[config.mk]
export PLATFORM = sky130hd
export DESIGN_NAME = cpwm_dt
export DESIGN_NICKNAME = d
export VERILOG_FILES = /design/src/rtl/cpwm_pkg.sv /design/src/rtl/cpwm_timebase.sv /design/src/rtl/cpwm_cfg_shadow.sv /design/src/rtl/cpwm_window.sv /design/src/rtl/cpwm_dt.sv
export SDC_FILE = /design/constraint.sdc
export NUM_CORES = 1
export LEC_CHECK = 0
export BUFFER_PORTS_ARGS = -buffer_cell sky130_fd_sc_hd__buf_2
export CAP_MARGIN = 10
export CORE_MARGIN = 10
export CORE_UTILIZATION = 45
export CTS_BUF_LIST = sky130_fd_sc_hd__clkbuf_4 sky130_fd_sc_hd__clkbuf_8 sky130_fd_sc_hd__clkbuf_16
export DETAILED_ROUTE_END_ITERATION = 10
export GPL_ROUTABILITY_DRIVEN = 0
export PLACE_DENSITY = 0.66
export SLEW_MARGIN = 20
export SYNTH_ARGS = -nofsm -noshare
export SYNTH_HDL_FRONTEND = slang
export SYNTH_SLANG_ARGS = --single-unit
[constraint.sdc]
create_clock -name clk_i -period 5.69 [get_ports clk_i]
set_input_delay 1.138 -clock clk_i [delete_from_list [all_inputs] [get_ports clk_i]]
set_output_delay 1.138 -clock clk_i [all_outputs]
set_load 0.1 [all_outputs]
[src/rtl/cpwm_pkg.sv]
package cpwm_pkg;

  // Counting direction of the triangular timebase
  typedef enum logic {
    DIR_UP   = 1'b0,
    DIR_DOWN = 1'b1
  } cpwm_dir_e;

  // Which side of the pulse loses the dead-time ticks
  typedef enum logic {
    DT_LEAD  = 1'b0,
    DT_TRAIL = 1'b1
  } cpwm_edge_e;

  // Default data width of period, duty and dead-time values
  localparam int unsigned CPWM_DEF_W = 16;

endpackage

[src/rtl/cpwm_timebase.sv]
module cpwm_timebase
  import cpwm_pkg::*;
#(
  parameter int unsigned CW = CPWM_DEF_W
) (
  input  logic          clk_i,
  input  logic          rst_ni,
  input  logic          tick_i,
  input  logic [CW-1:0] period_i,
  output logic [CW-1:0] cnt_o,
  output cpwm_dir_e     dir_o,
  output logic [CW-1:0] per_o,
  output logic          load_o,
  output logic          bound_o
);

  localparam logic [CW-1:0] MIN_PER = CW'(2);
  localparam logic [CW-1:0] ONE     = CW'(1);

  logic [CW-1:0] cnt_q, cnt_d;
  logic [CW-1:0] per_q, per_d;
  cpwm_dir_e     dir_q, dir_d;
  logic          armed_q, armed_d;
  logic          bnd_q, bnd_d;
  logic          adv, wrap;

  assign adv = tick_i & armed_q;

  // next-state logic
  always_comb begin
    cnt_d = cnt_q;
    dir_d = dir_q;
    wrap  = 1'b0;
    if (adv) begin
      if ((dir_q == DIR_UP) && (cnt_q < per_q)) begin
        cnt_d = cnt_q + ONE;
      end else if (cnt_q <= MIN_PER) begin
        cnt_d = ONE;
        dir_d = DIR_UP;
        wrap  = 1'b1;
      end else begin
        cnt_d = cnt_q - ONE;
        dir_d = DIR_DOWN;
      end
    end
    load_o  = ~armed_q | wrap;
    armed_d = 1'b1;
    bnd_d   = wrap;
    per_d   = per_q;
    if (load_o) begin
      per_d = (period_i < MIN_PER) ? MIN_PER : period_i;
    end
  end

  // registers
  always_ff @(posedge clk_i or negedge rst_ni) begin
    if (!rst_ni) begin
      cnt_q   <= ONE;
      per_q   <= MIN_PER;
      dir_q   <= DIR_UP;
      armed_q <= 1'b0;
      bnd_q   <= 1'b0;
    end else begin
      cnt_q   <= cnt_d;
      per_q   <= per_d;
      dir_q   <= dir_d;
      armed_q <= armed_d;
      bnd_q   <= bnd_d;
    end
  end

  assign cnt_o   = cnt_q;
  assign dir_o   = dir_q;
  assign per_o   = per_q;
  assign bound_o = bnd_q;


  cnt_range_chk: assert property (@(posedge clk_i) disable iff (!rst_ni)
    (cnt_q >= ONE) && (cnt_q <= per_q));


  hold_no_tick_chk: assert property (@(posedge clk_i) disable iff (!rst_ni)
    !tick_i |=> ($stable(cnt_q) && $stable(dir_q) && !bnd_q));


  bound_from_low_chk: assert property (@(posedge clk_i) disable iff (!rst_ni)
    bnd_q |-> ($past(cnt_q) <= MIN_PER) && (cnt_q == ONE));

endmodule

[src/rtl/cpwm_cfg_shadow.sv]
module cpwm_cfg_shadow
  import cpwm_pkg::*;
#(
  parameter int unsigned CW = CPWM_DEF_W
) (
  input  logic          clk_i,
  input  logic          rst_ni,
  input  logic          load_i,
  input  logic [CW-1:0] duty_i,
  input  logic [CW-1:0] dtime_i,
  input  logic          trail_i,
  input  logic          low_i,
  output logic [CW-1:0] thr_o,
  output logic [CW-1:0] dt_o,
  output cpwm_edge_e    edge_o,
  output logic          low_o
);

  localparam logic [CW-1:0] MIN_THR = CW'(2);

  logic [CW-1:0] thr_q, thr_d;
  logic [CW-1:0] dt_q, dt_d;
  cpwm_edge_e    edge_q, edge_d;
  logic          low_q, low_d;

  // next-state logic
  always_comb begin
    thr_d  = thr_q;
    dt_d   = dt_q;
    edge_d = edge_q;
    low_d  = low_q;
    if (load_i) begin
      thr_d  = (duty_i < MIN_THR) ? MIN_THR : duty_i;
      dt_d   = dtime_i;
      edge_d = trail_i ? DT_TRAIL : DT_LEAD;
      low_d  = low_i;
    end
  end

  // registers
  always_ff @(posedge clk_i or negedge rst_ni) begin
    if (!rst_ni) begin
      thr_q  <= MIN_THR;
      dt_q   <= '0;
      edge_q <= DT_LEAD;
      low_q  <= 1'b0;
    end else begin
      thr_q  <= thr_d;
      dt_q   <= dt_d;
      edge_q <= edge_d;
      low_q  <= low_d;
    end
  end

  assign thr_o  = thr_q;
  assign dt_o   = dt_q;
  assign edge_o = edge_q;
  assign low_o  = low_q;


  cfg_hold_chk: assert property (@(posedge clk_i) disable iff (!rst_ni)
    !load_i |=> ($stable(thr_q) && $stable(dt_q) && $stable(edge_q) && $stable(low_q)));

endmodule

[src/rtl/cpwm_window.sv]
module cpwm_window
  import cpwm_pkg::*;
#(
  parameter int unsigned CW = CPWM_DEF_W
) (
  input  logic          clk_i,
  input  logic          rst_ni,
  input  logic [CW-1:0] cnt_i,
  input  cpwm_dir_e     dir_i,
  input  logic [CW-1:0] per_i,
  input  logic [CW-1:0] thr_i,
  input  logic [CW-1:0] dt_i,
  input  cpwm_edge_e    edge_i,
  output logic          act_o
);

  localparam int unsigned AW = CW + 3;

  logic [AW-1:0] x, c, d, p;
  logic          in_win, near_ok, far_ok, use_near;

  // near_ok: ticks already spent in the window on the rising side exceed DT
  // far_ok : ticks measured from the far end of the window exceed DT
  always_comb begin
    x        = AW'(cnt_i);
    c        = AW'(thr_i);
    d        = AW'(dt_i);
    p        = AW'(per_i);
    in_win   = (c <= p) && (x >= c);
    near_ok  = (x >= (c + d));
    far_ok   = (((p << 1) + AW'(1)) > (x + c + d));
    use_near = (dir_i == DIR_UP) ? (edge_i == DT_LEAD) : (edge_i == DT_TRAIL);
    act_o    = in_win && (use_near ? near_ok : far_ok);
  end


  act_in_window_chk: assert property (@(posedge clk_i) disable iff (!rst_ni)
    act_o |-> (cnt_i >= thr_i) && (thr_i <= per_i));

endmodule

[src/rtl/cpwm_dt.sv]
module cpwm_dt
  import cpwm_pkg::*;
#(
  parameter int unsigned CW = CPWM_DEF_W
) (
  input  logic          clk_i,
  input  logic          rst_ni,
  input  logic          tick_i,
  input  logic [CW-1:0] period_i,
  input  logic [CW-1:0] duty_i,
  input  logic [CW-1:0] dtime_i,
  input  logic          dt_trail_i,
  input  logic          act_low_i,
  output logic          pwm_o,
  output logic [CW-1:0] count_o,
  output logic          down_o,
  output logic          bound_o
);

  logic [CW-1:0] cnt, per, thr, dt;
  cpwm_dir_e     dir;
  cpwm_edge_e    dedge;
  logic          load, low, act;

  cpwm_timebase #(.CW(CW)) u_tb (
    .clk_i    (clk_i),
    .rst_ni   (rst_ni),
    .tick_i   (tick_i),
    .period_i (period_i),
    .cnt_o    (cnt),
    .dir_o    (dir),
    .per_o    (per),
    .load_o   (load),
    .bound_o  (bound_o)
  );

  cpwm_cfg_shadow #(.CW(CW)) u_cfg (
    .clk_i   (clk_i),
    .rst_ni  (rst_ni),
    .load_i  (load),
    .duty_i  (duty_i),
    .dtime_i (dtime_i),
    .trail_i (dt_trail_i),
    .low_i   (act_low_i),
    .thr_o   (thr),
    .dt_o    (dt),
    .edge_o  (dedge),
    .low_o   (low)
  );

  cpwm_window #(.CW(CW)) u_win (
    .clk_i  (clk_i),
    .rst_ni (rst_ni),
    .cnt_i  (cnt),
    .dir_i  (dir),
    .per_i  (per),
    .thr_i  (thr),
    .dt_i   (dt),
    .edge_i (dedge),
    .act_o  (act)
  );

  assign pwm_o   = act ^ low;
  assign count_o = cnt;
  assign down_o  = (dir == DIR_DOWN);


  bound_idle_chk: assert property (@(posedge clk_i) disable iff (!rst_ni)
    bound_o |-> !act);

endmodule

==> impl_metrics.yaml <==
run_status:
  status: "finished with violations"
  violations: "negative setup slack"
pwr:
  ir_drop_mv: 0.2928
  p_total_mw: 5.831
  power_leakage_nw: 4.446
  p_per_area_mw_per_mm2: 634.1
routing:
  avgRoutedWirePerCell_um: 18.30
  via_count: 6851
  viasPerCell: 5.606
  drt-total-wl_mm: 22.37
  drc_errors: 0
  ant_nets: 0
  drtIter0Drc: 439
  first_pass_iters: 4
grt:
  grtUsageTotal_pct: 20.55
  antenna_found_initial: 0
  grt_pass1_wl_mm: 35.84
  grt_pass1_vias: 6924
  grt_overflow: 0
  grt_max_degree: 70
setup_path:
  worstSetupEndpointType: "output port"
  worstPathMaxFanout: 4
  critical_path_buf_inv_count: 4
  cp.arrival_ps: 5650
  timing_worst_setup_path_type: "reg -> out"
  critical-path-slowest-cell: "dfstp_4"
  start_kind: "register"
  cp_slowest_stage_delay_ps: 630
  path_common_cell: "a21oi_2"
  crit_required_ps: 4550
  cp_top_family: "compound AO/OA/AOI/OAI gates"
yosys:
  synthFlopType: "dfrtp_1"
  yosysUniqueCellTypes: 65
  synth_warnings: 0
  netlist.area_leader.share_pct: 22.67
  syn_nets: 1009
  syn_avg_cell_area_um2: 8.873
  async_flop_share_pct: 100.0
  synthCells: 821
  synth.cell_area_mm2: 0.007284
  synth_common_cells: "132 x ha_1, 66 x dfrtp_1, 66 x inv_1"
  yosys-top-cells-area: "dfrtp_1 23%, ha_1 23%, mux2_2 6.6%"
  yosysMostFrequentCell: "ha_1"
  synth_seq_area_share_pct: 23.75
  synth_top_area_cell: "dfrtp_1"
  ys_ff_latch: 69
  synth_edf_count: 0
timing:
  max_freq_mhz: 147.2
  skew_ps: 10.27
  maxSlewViolCount: 0
  min_period_ps: 6793
  min_period_over_period_pct: 119.4
  tightest_slew_ps: 936.5
  rsz0062_at_grt: "yes"
  setup_viol: 1
  relSlewSlack_pct: 37.57
  fin_ws_ps: -1103
  hold_viol: 0
finish:
  stdcell_area_mm2: 0.009196
  drive_gt1_share_pct: 29.92
  nets: 1189
  regArea_mm2: 0.001749
  fillCellCount: 1465
  area_growth_pct: 26.25
  multi_input_area_mm2: 0.005403
  diodes: 0
placement:
  dpl-instance-area_mm2: 0.008752
  port_buffers: 71
  dp.final_hpwl_mm: 17.71
floorplan:
  io_pins: 72
  core_mm2: 0.01589
  die_y_um: 147.2
  rows: 46
  die_w_um: 147.2
  dieArea_mm2: 0.02168
  start_util_pct: 45.86
clock_network:
  cts_made_buffers: 9
  clk_latency_ps: 350
  cts_tree: "built"
  cts_buffer_depth: 2
  cts.clk_slew.worst_paths_ps: 60
  htreeDepth: 3
  clock_sinks: 69
  root_buffer: "clkbuf_16"
run:
  drv_cap: 0
min_path:
  hp-class: "reg -> reg"
==> logic make-up after synthesis <==
kind of cell    count (synthesis)  share of synthesized area [%]
simple gates                  226                          15.75
compound gates                210                          19.19
flops                          69                          23.75
mux                            52                          7.935
other cells                     1                        0.05148
fa+ha+maj                     135                          23.50
xor+xnor                       44                          5.290
buf+inv                        84                          4.535
==> sequential cells by signal, summed over array words and instances, names as in the netlist <==
register / cells
u_tb.bound_o: 1
u_tb.per_o: 16
u_tb.cnt_o: 16
u_tb.dir_o: 1
u_tb.armed_q: 1
u_cfg.edge_o: 1
u_cfg.dt_o: 16
u_cfg.thr_o: 16
u_cfg.low_o: 1
==> per-layer routing <==
metal  global-route usage [%]  vias to the layer above  share of wire (%)
li1                         -                     3381                  -
met1                    26.69                     3250                 46
met2                    34.31                      197                 47
met3                    3.716                       23                4.9
met4                    5.253                        0                1.8
met5                        0                        -                  0
==> final timing paths <==
check                           slack, ps  depth (start not counted)            from              to
worst max-delay path                -1100                         27   u_tb.cnt_o[0]           pwm_o
worst min-delay path                  530                          1    u_cfg.edge_o    u_cfg.edge_o
worst max register to register       2270                          8  u_tb.cnt_o[10]  u_tb.per_o[10]
worst min register to register        530                          1    u_cfg.edge_o    u_cfg.edge_o
max in group asynchronous            4050                          1          rst_ni   u_tb.cnt_o[9]
min in group asynchronous             940                          1          rst_ni   u_cfg.dt_o[4]
==> worst reg2reg max path, cell delays in order (launching register included) <==
cell     delay [ps]
dfrtp_2         420
buf_4           140
buf_4           170
or2_1           260
or4_1           440
or4_4           560
o31ai_4         250
buf_4           620
mux2_2          440
==> cells in the final DEF, fill, tap and decap left out, types with 7 or more instances in the layout <==
cell type / synthesis / final
nand3_1: 20 / 20
buf_2: 6 / 69
mux2_2: 43 / 43
inv_1: 66 / 65
xor2_1: 20 / 20
nor2_1: 49 / 47
ha_1: 132 / 131
nor2b_1: 13 / 13
a22o_1: 9 / 9
nand4_1: 10 / 10
o21ai_0: 34 / 28
o22ai_1: 9 / 8
nand2b_1: 11 / 11
o211ai_1: 7 / 7
dfrtp_1: 66 / 58
xnor2_1: 24 / 21
nor4_1: 14 / 13
clkbuf_16: 0 / 9
o21bai_1: 8 / 8
a21o_1: 12 / 12
buf_4: 0 / 117
nor3_1: 18 / 17
or2_2: 11 / 9
nand2_1: 49 / 48
and3_1: 7 / 7
a21oi_1: 62 / 55
==> report_power, final <==
group	switching (mW)	internal, mW
Clock	0.223	0.321
Combinational	2.51	2.06
Sequential	0.118	0.600
Total	2.85	2.98
==> per-stage QoR <==
step                worst slack, ps  std cells  util [%]  setup TNS (ps)  hold slack [ps]
finish                        -1103       1222     57.89           -1103            530.9
global route                  -1335       1222     57.89           -1335            559.7
CTS                          -854.2       1218     57.40          -854.2            541.0
detailed placement           -630.9       1199     55.10          -630.9            527.8
global placement             -510.6       1199     55.10          -510.6            510.4
floorplan                    -679.4        821         -          -679.4            487.5
==> layout make-up <==
cell class | instances | area share [%]
sequential | 69 | 19.02
timing repair buffer | 187 | 13.52
multi-input combinational | 668 | 58.75
clock buffer | 12 | 2.830
clock inverter | 4 | 0.2449
inverter | 66 | 2.694
tap | 216 | 2.939
==> repair_timing <==
item | 4_1_cts | 5_1_grt
endpoints found under the hold margin | 0 | 0
gates resized for setup | 14 | 12
setup buffers | 3 | 4
endpoints found under the setup margin | 1 | 1
pin swaps | 22 | 15
hold buffers | 0 | 0
(Power assumes the default switching activity.)
